**src/rtl/dag_pkg.sv**
```systemverilog
// Package: shared widths and the mode code for the data address generator.
// Assumes a 4096-byte data space of 16 banks x 256 bytes.
package dag_pkg;
    localparam int ADDR_W = 12;
    localparam int FILE_W = 8;
    localparam int BANK_W = ADDR_W - FILE_W;

    typedef enum logic [1:0] {
        MODE_FORCED  = 2'b00,
        MODE_BANK    = 2'b01,
        MODE_INDEXED = 2'b10,
        MODE_FULL    = 2'b11
    } dag_mode_e;
endpackage

```
**src/rtl/dag_access_map.sv**
```systemverilog
// Access-bank mapper: turns a file value into a bottom-of-bank-0 address
// below the split point, or a top-bank address at and above it.
// Assumes SPLIT lies inside the file range.
module dag_access_map #(
    parameter int ADDR_W = 12,
    parameter int FILE_W = 8,
    parameter int SPLIT  = 'h60
) (
    input  logic [FILE_W-1:0] file_i,
    output logic              low_o,
    output logic [ADDR_W-1:0] addr_o
);
    localparam int HI_W = ADDR_W - FILE_W;

    // Pick the bank page from which side of the split the file lies on.
    always_comb begin
        low_o  = (int'(file_i) < SPLIT);
        addr_o = {(low_o ? {HI_W{1'b0}} : {HI_W{1'b1}}), file_i};
    end

    // a forced address always sits in the bottom or top bank.
    always_comb begin
        a_r2_forced_page: assert (addr_o[FILE_W-1:0] == file_i &&
            (addr_o[ADDR_W-1:FILE_W] == '0 || addr_o[ADDR_W-1:FILE_W] == '1))
            else $error("forced address outside bottom/top bank");
    end
endmodule

```
**src/rtl/dag_index_add.sv**
```systemverilog
// Indexed adder: base pointer plus zero-extended file offset, wrapping
// modulo the size of the data space. Purely combinational.
module dag_index_add #(
    parameter int ADDR_W = 12,
    parameter int FILE_W = 8
) (
    input  logic [ADDR_W-1:0] ptr_i,
    input  logic [FILE_W-1:0] off_i,
    output logic [ADDR_W-1:0] sum_o
);
    // Add with the carry out of the top bit dropped.
    always_comb begin
        sum_o = ptr_i + {{(ADDR_W-FILE_W){1'b0}}, off_i};
    end
endmodule

```
**src/rtl/dag_mode_sel.sv**
```systemverilog
// Mode selector: chooses between full, bank, indexed and forced paths in
// that priority order and reports the chosen mode.
module dag_mode_sel
    import dag_pkg::*;
#(
    parameter int ADDR_W = 12,
    parameter int FILE_W = 8
) (
    input  logic [FILE_W-1:0]        file_i,
    input  logic                     acc_i,
    input  logic [ADDR_W-FILE_W-1:0] bsr_i,
    input  logic                     ext_en_i,
    input  logic                     full_en_i,
    input  logic [ADDR_W-1:0]        full_addr_i,
    input  logic                     file_low_i,
    input  logic [ADDR_W-1:0]        forced_addr_i,
    input  logic [ADDR_W-1:0]        index_addr_i,
    output logic [ADDR_W-1:0]        addr_o,
    output dag_mode_e                mode_o
);
    // Priority select of the address source.
    always_comb begin
        if (full_en_i) begin
            mode_o = MODE_FULL;
            addr_o = full_addr_i;
        end else if (acc_i) begin
            mode_o = MODE_BANK;
            addr_o = {bsr_i, file_i};
        end else if (ext_en_i && file_low_i) begin
            mode_o = MODE_INDEXED;
            addr_o = index_addr_i;
        end else begin
            mode_o = MODE_FORCED;
            addr_o = forced_addr_i;
        end
    end

    // the full path wins over every other select.
    always_comb begin
        a_r5_full_priority: assert (!full_en_i || mode_o == MODE_FULL)
            else $error("full flag did not select full mode");
    end
endmodule

```
**src/rtl/dag_addr_gen.sv**
```systemverilog
// Top: banked data address generator. Builds the 12-bit target address
// and mode code; REG_OUT=1 adds one output register with synchronous
// active-low reset, REG_OUT=0 makes the outputs combinational.
module dag_addr_gen
    import dag_pkg::*;
#(
    parameter int ADDR_W  = 12,
    parameter int FILE_W  = 8,
    parameter int SPLIT   = 'h60,
    parameter bit REG_OUT = 1'b1
) (
    input  logic                     clk,
    input  logic                     rst_n,
    input  logic [FILE_W-1:0]        file_i,
    input  logic                     acc_i,
    input  logic [ADDR_W-FILE_W-1:0] bsr_i,
    input  logic [ADDR_W-1:0]        ptr2_i,
    input  logic                     ext_en_i,
    input  logic                     full_en_i,
    input  logic [ADDR_W-1:0]        full_addr_i,
    output logic [ADDR_W-1:0]        addr_o,
    output logic [1:0]               mode_o
);
    logic              file_low;
    logic [ADDR_W-1:0] forced_addr;
    logic [ADDR_W-1:0] index_addr;
    logic [ADDR_W-1:0] next_addr;
    dag_mode_e         next_mode;

    dag_access_map #(.ADDR_W(ADDR_W), .FILE_W(FILE_W), .SPLIT(SPLIT)) u_map (
        .file_i (file_i),
        .low_o  (file_low),
        .addr_o (forced_addr)
    );

    dag_index_add #(.ADDR_W(ADDR_W), .FILE_W(FILE_W)) u_add (
        .ptr_i (ptr2_i),
        .off_i (file_i),
        .sum_o (index_addr)
    );

    dag_mode_sel #(.ADDR_W(ADDR_W), .FILE_W(FILE_W)) u_sel (
        .file_i        (file_i),
        .acc_i         (acc_i),
        .bsr_i         (bsr_i),
        .ext_en_i      (ext_en_i),
        .full_en_i     (full_en_i),
        .full_addr_i   (full_addr_i),
        .file_low_i    (file_low),
        .forced_addr_i (forced_addr),
        .index_addr_i  (index_addr),
        .addr_o        (next_addr),
        .mode_o        (next_mode)
    );

    generate
        if (REG_OUT) begin : g_reg
            logic [ADDR_W-1:0] addr_q;
            logic [1:0]        mode_q;

            // Output register, cleared by synchronous reset.
            always_ff @(posedge clk) begin
                if (!rst_n) begin
                    addr_q <= '0;
                    mode_q <= MODE_FORCED;
                end else begin
                    addr_q <= next_addr;
                    mode_q <= next_mode;
                end
            end

            // Drive the ports from the register.
            always_comb begin
                addr_o = addr_q;
                mode_o = mode_q;
            end

            // bank path places the bank register above the file field.
            a_r1_bank_concat: assert property (@(posedge clk) disable iff (!rst_n)
                (!full_en_i && acc_i) |=> (addr_o == {$past(bsr_i), $past(file_i)}
                                          && mode_o == MODE_BANK))
                else $error("bank address wrong");

            // indexed path adds the offset to the pointer with wrap.
            a_r3_index_wrap: assert property (@(posedge clk) disable iff (!rst_n)
                (!full_en_i && !acc_i && ext_en_i && int'(file_i) < SPLIT) |=>
                (mode_o == MODE_INDEXED &&
                 addr_o == ADDR_W'($past(ptr2_i) + ADDR_W'($past(file_i)))))
                else $error("indexed address wrong");

            // full operand passes through unchanged.
            a_r5_full_pass: assert property (@(posedge clk) disable iff (!rst_n)
                full_en_i |=> (addr_o == $past(full_addr_i) && mode_o == MODE_FULL))
                else $error("full address not passed");

            // reset leaves the output at zero in forced mode.
            a_r7_reset_clear: assert property (@(posedge clk)
                !rst_n |=> (addr_o == '0 && mode_o == MODE_FORCED))
                else $error("reset did not clear output");
        end else begin : g_comb
            // Combinational outputs.
            always_comb begin
                addr_o = next_addr;
                mode_o = next_mode;
            end
        end
    endgenerate
endmodule

```
**config.mk**
```make
export PLATFORM = sky130hd
export DESIGN_NAME = dag_addr_gen
export DESIGN_NICKNAME = d
export VERILOG_FILES = /design/src/rtl/dag_pkg.sv /design/src/rtl/dag_access_map.sv /design/src/rtl/dag_index_add.sv /design/src/rtl/dag_mode_sel.sv /design/src/rtl/dag_addr_gen.sv
export SDC_FILE = /design/constraint.sdc
export NUM_CORES = 1
export LEC_CHECK = 0
export ABC_AREA = 1
export BUFFER_PORTS_ARGS = -buffer_cell sky130_fd_sc_hd__buf_2
export CAP_MARGIN = 15
export CORE_MARGIN = 2
export CORE_UTILIZATION = 46
export DETAILED_ROUTE_END_ITERATION = 8
export HOLD_SLACK_MARGIN = 0.08
export PLACE_DENSITY = 0.77
export SLEW_MARGIN = 40
export SYNTH_ARGS = -nofsm -noshare
export SYNTH_HDL_FRONTEND = slang
export SYNTH_HIERARCHICAL = 1
export SYNTH_SLANG_ARGS = --single-unit
```
**constraint.sdc**
```tcl
create_clock -name clk -period 1.5 [get_ports clk]
set_input_delay 0.15 -clock clk [delete_from_list [all_inputs] [get_ports clk]]
set_output_delay 0.15 -clock clk [all_outputs]
set_load 0.01 [all_outputs]
```
==> results.toml <==
[drt]
routed_via_density = 4.594
dr.pass1.iters = 6
drc = 0
ant_nets = 0
wire_per_inst_um = 9.775
wirelength_um = 3998
dr.first_iter.drc_count = 74
num_vias = 1879

[logic_synthesis]
ys_types = 22
synthAdderAreaFrac_pct = 7.229
synth_top_area_share_pct = 24.17
syn_avg_cell_area_sq_um = 5.430
synth_compound_area_share_pct = 2.033
synthMuxAreaShare_pct = 0
synth-xor-area-share_pct = 3.163
ys_seq_elements = 14
yosysWarnings = 6
netlist_area_sq_mm = 0.001662
ys_top_cells_by_area = "nand2_1 (24%), dfxtp_1 (17%), inv_1 (15%)"
synth_cells = 306
syn_nets = 356
synth-simple-area-share_pct = 46.08
synth_top_cell_by_area = "nand2_1"
ys_seq_area_share_pct = 16.87
synth_top_family_by_area = "simple AND/OR/NAND/NOR gates"

[layout]
fill_cells = 359
final_cell_mix = "nand2_1 (106), inv_1 (68), buf_2 (54)"
drive_gt1_share_pct = 24.79
antenna_cells = 0
fin_nets = 414
final_common_cell = "nand2_1"
syn2layout_area_growth_pct = 23.42

[grt]
grt_start_max_net_pins = 27
antenna_found_initial = 0
grt_overflow = 0
grt_pass1_vias = 1648
grt_pass1_wl_um = 6334
grt_usage_pct = 18.75

[timing]
finalMaxSlewViolations = 0
setup_viol = 0
period_needed_ns = 1.443
period_share_pct = 96.20
relSlewSlack_pct = 69.91
whs_ns = 0.2083
rsz0062_at_grt = "yes"
hold_viol = 0
worst_pin_slew_ns = 0.4513
tns_ns = 0
fmax_mhz = 693.0

[clock_network]
clockBufferDepth = 2
clock-root-buffer = "clkbuf_4"
numCtsBuffers = 3
cts_tree = "done"
hold_buffers = 0
cts-htree-levels = 1
clock-sinks = 14
clk_pin_slew_worst_paths_ns = 0.08

[die]
die_w_um = 64.10
dieArea_sq_mm = 0.004109
std_cell_rows = 21
fp.dieH_um = 64.10
initial_core_util_pct = 48.64
pin_count = 55
core_sq_mm = 0.003416

[power]
power_uw = 1218
powerDensity_mw_per_mm2 = 594.0
peakVddDrop_uv = 460.6
p_leak_uw = 0.001417

[critical_path]
arrival_ns = 1.63
critPathKind = "in2reg"
worstPathMaxFanout = 3
worst_setup_path_end_kind = "flop"
cp-start-kind = "primary input"
crit_required_ns = 1.69

[placement]
place_congestion = 0.8283
io_buffers = 54
dp_hpwl_um = 3161

[outcome]
status = "complete, no violations"

[job]
maxCapViolCount = 0

[min_path]
worstHoldPathType = "in2reg"
power breakdown:
group          internal, uW  total, uW  switching (uW)
logic                   238        547             309
clock network           148        266             118
registers               399        405            6.35
total                   784       1220             434
metal layers:
layer | up-vias | routed length, um | GRT usage, %
met5 | - | 0 | 0
met4 | 0 | 27 | 2.128
met3 | 2 | 164 | 3.697
met1 | 832 | 1810 | 22.03
li1 | 1005 | - | -
met2 | 40 | 1995 | 35.81
cell families (layout without fill, tap and decap cells):
logic type,after synthesis,after routing
buffers and inverters,88,145
AND/OR/NAND/NOR,184,184
adder cells (fa/ha/maj),9,9
AO/OA/AOI/OAI,5,5
XOR/XNOR,6,6
flip-flops,14,14
what timing repair did:
action | in CTS | in global routing
resized for setup | 0 | 7
buffers inserted | 0 | 2
endpoints found under the setup margin | 0 | 2
synth_stat cells (all sizes together):
cell,instances
nand4,3
a21o,1
fa,1
or2,1
buf,20
dfxtp,14
xor2,5
nand2,108
inv,68
ha,8
nand3,38
xnor2,1
a21oi,3
nor2,34
o21bai,1
stage by stage:
| stage | worst slack (ns) | utilization, % | std cells | area [sq um] |
|---|---|---|---|---|
| 2_1_floorplan | 0.01020 | - | 306 | 1664 |
| 3_3_place_gp | -0.1668 | 57.55 | 403 | 1966 |
| 3_5_place_dp | -0.2465 | 57.55 | 403 | 1966 |
| 4_1_cts | 0.05096 | 58.61 | 407 | 2002 |
| 5_1_grt | -0.02500 | 60.04 | 409 | 2051 |
| 6_report | 0.05700 | 60.04 | 409 | 2051 |
area by class of cell:
class	instances	area (sq um)	share of cell area, %
Inverter	68	255.2	12.45
Clock buffer	4	36.28	1.769
Timing Repair Buffer	73	412.9	20.13
Sequential cell	14	280.3	13.67
Tap cell	46	57.56	2.807
Multi-Input combinational cell	204	1008	49.18
worst paths after layout:
kind | startpoint | endpoint | slack (ns) | cells past startpoint
worst max-delay path | file_i[0] | addr_o[6] | 0.06 | 13
worst min-delay path | rst_n | addr_o[6] | 0.21 | 3
sequential cells by signal (all words and copies together) (netlist names):
signal	cells
addr_o	12
mode_o	2
critical path, stage by stage:
cell and delay (ns):
buf_2 0.12, ha_4 0.17, fa_2 0.40, buf_4 0.15, nand2_1 0.06, nand3_1 0.08
xor2_1 0.15, inv_1 0.05, nand3_1 0.07, nand3_1 0.08, nand2_1 0.05, nand2_1 0.06
inv_1 0.03
(Power assumes the default switching activity.)
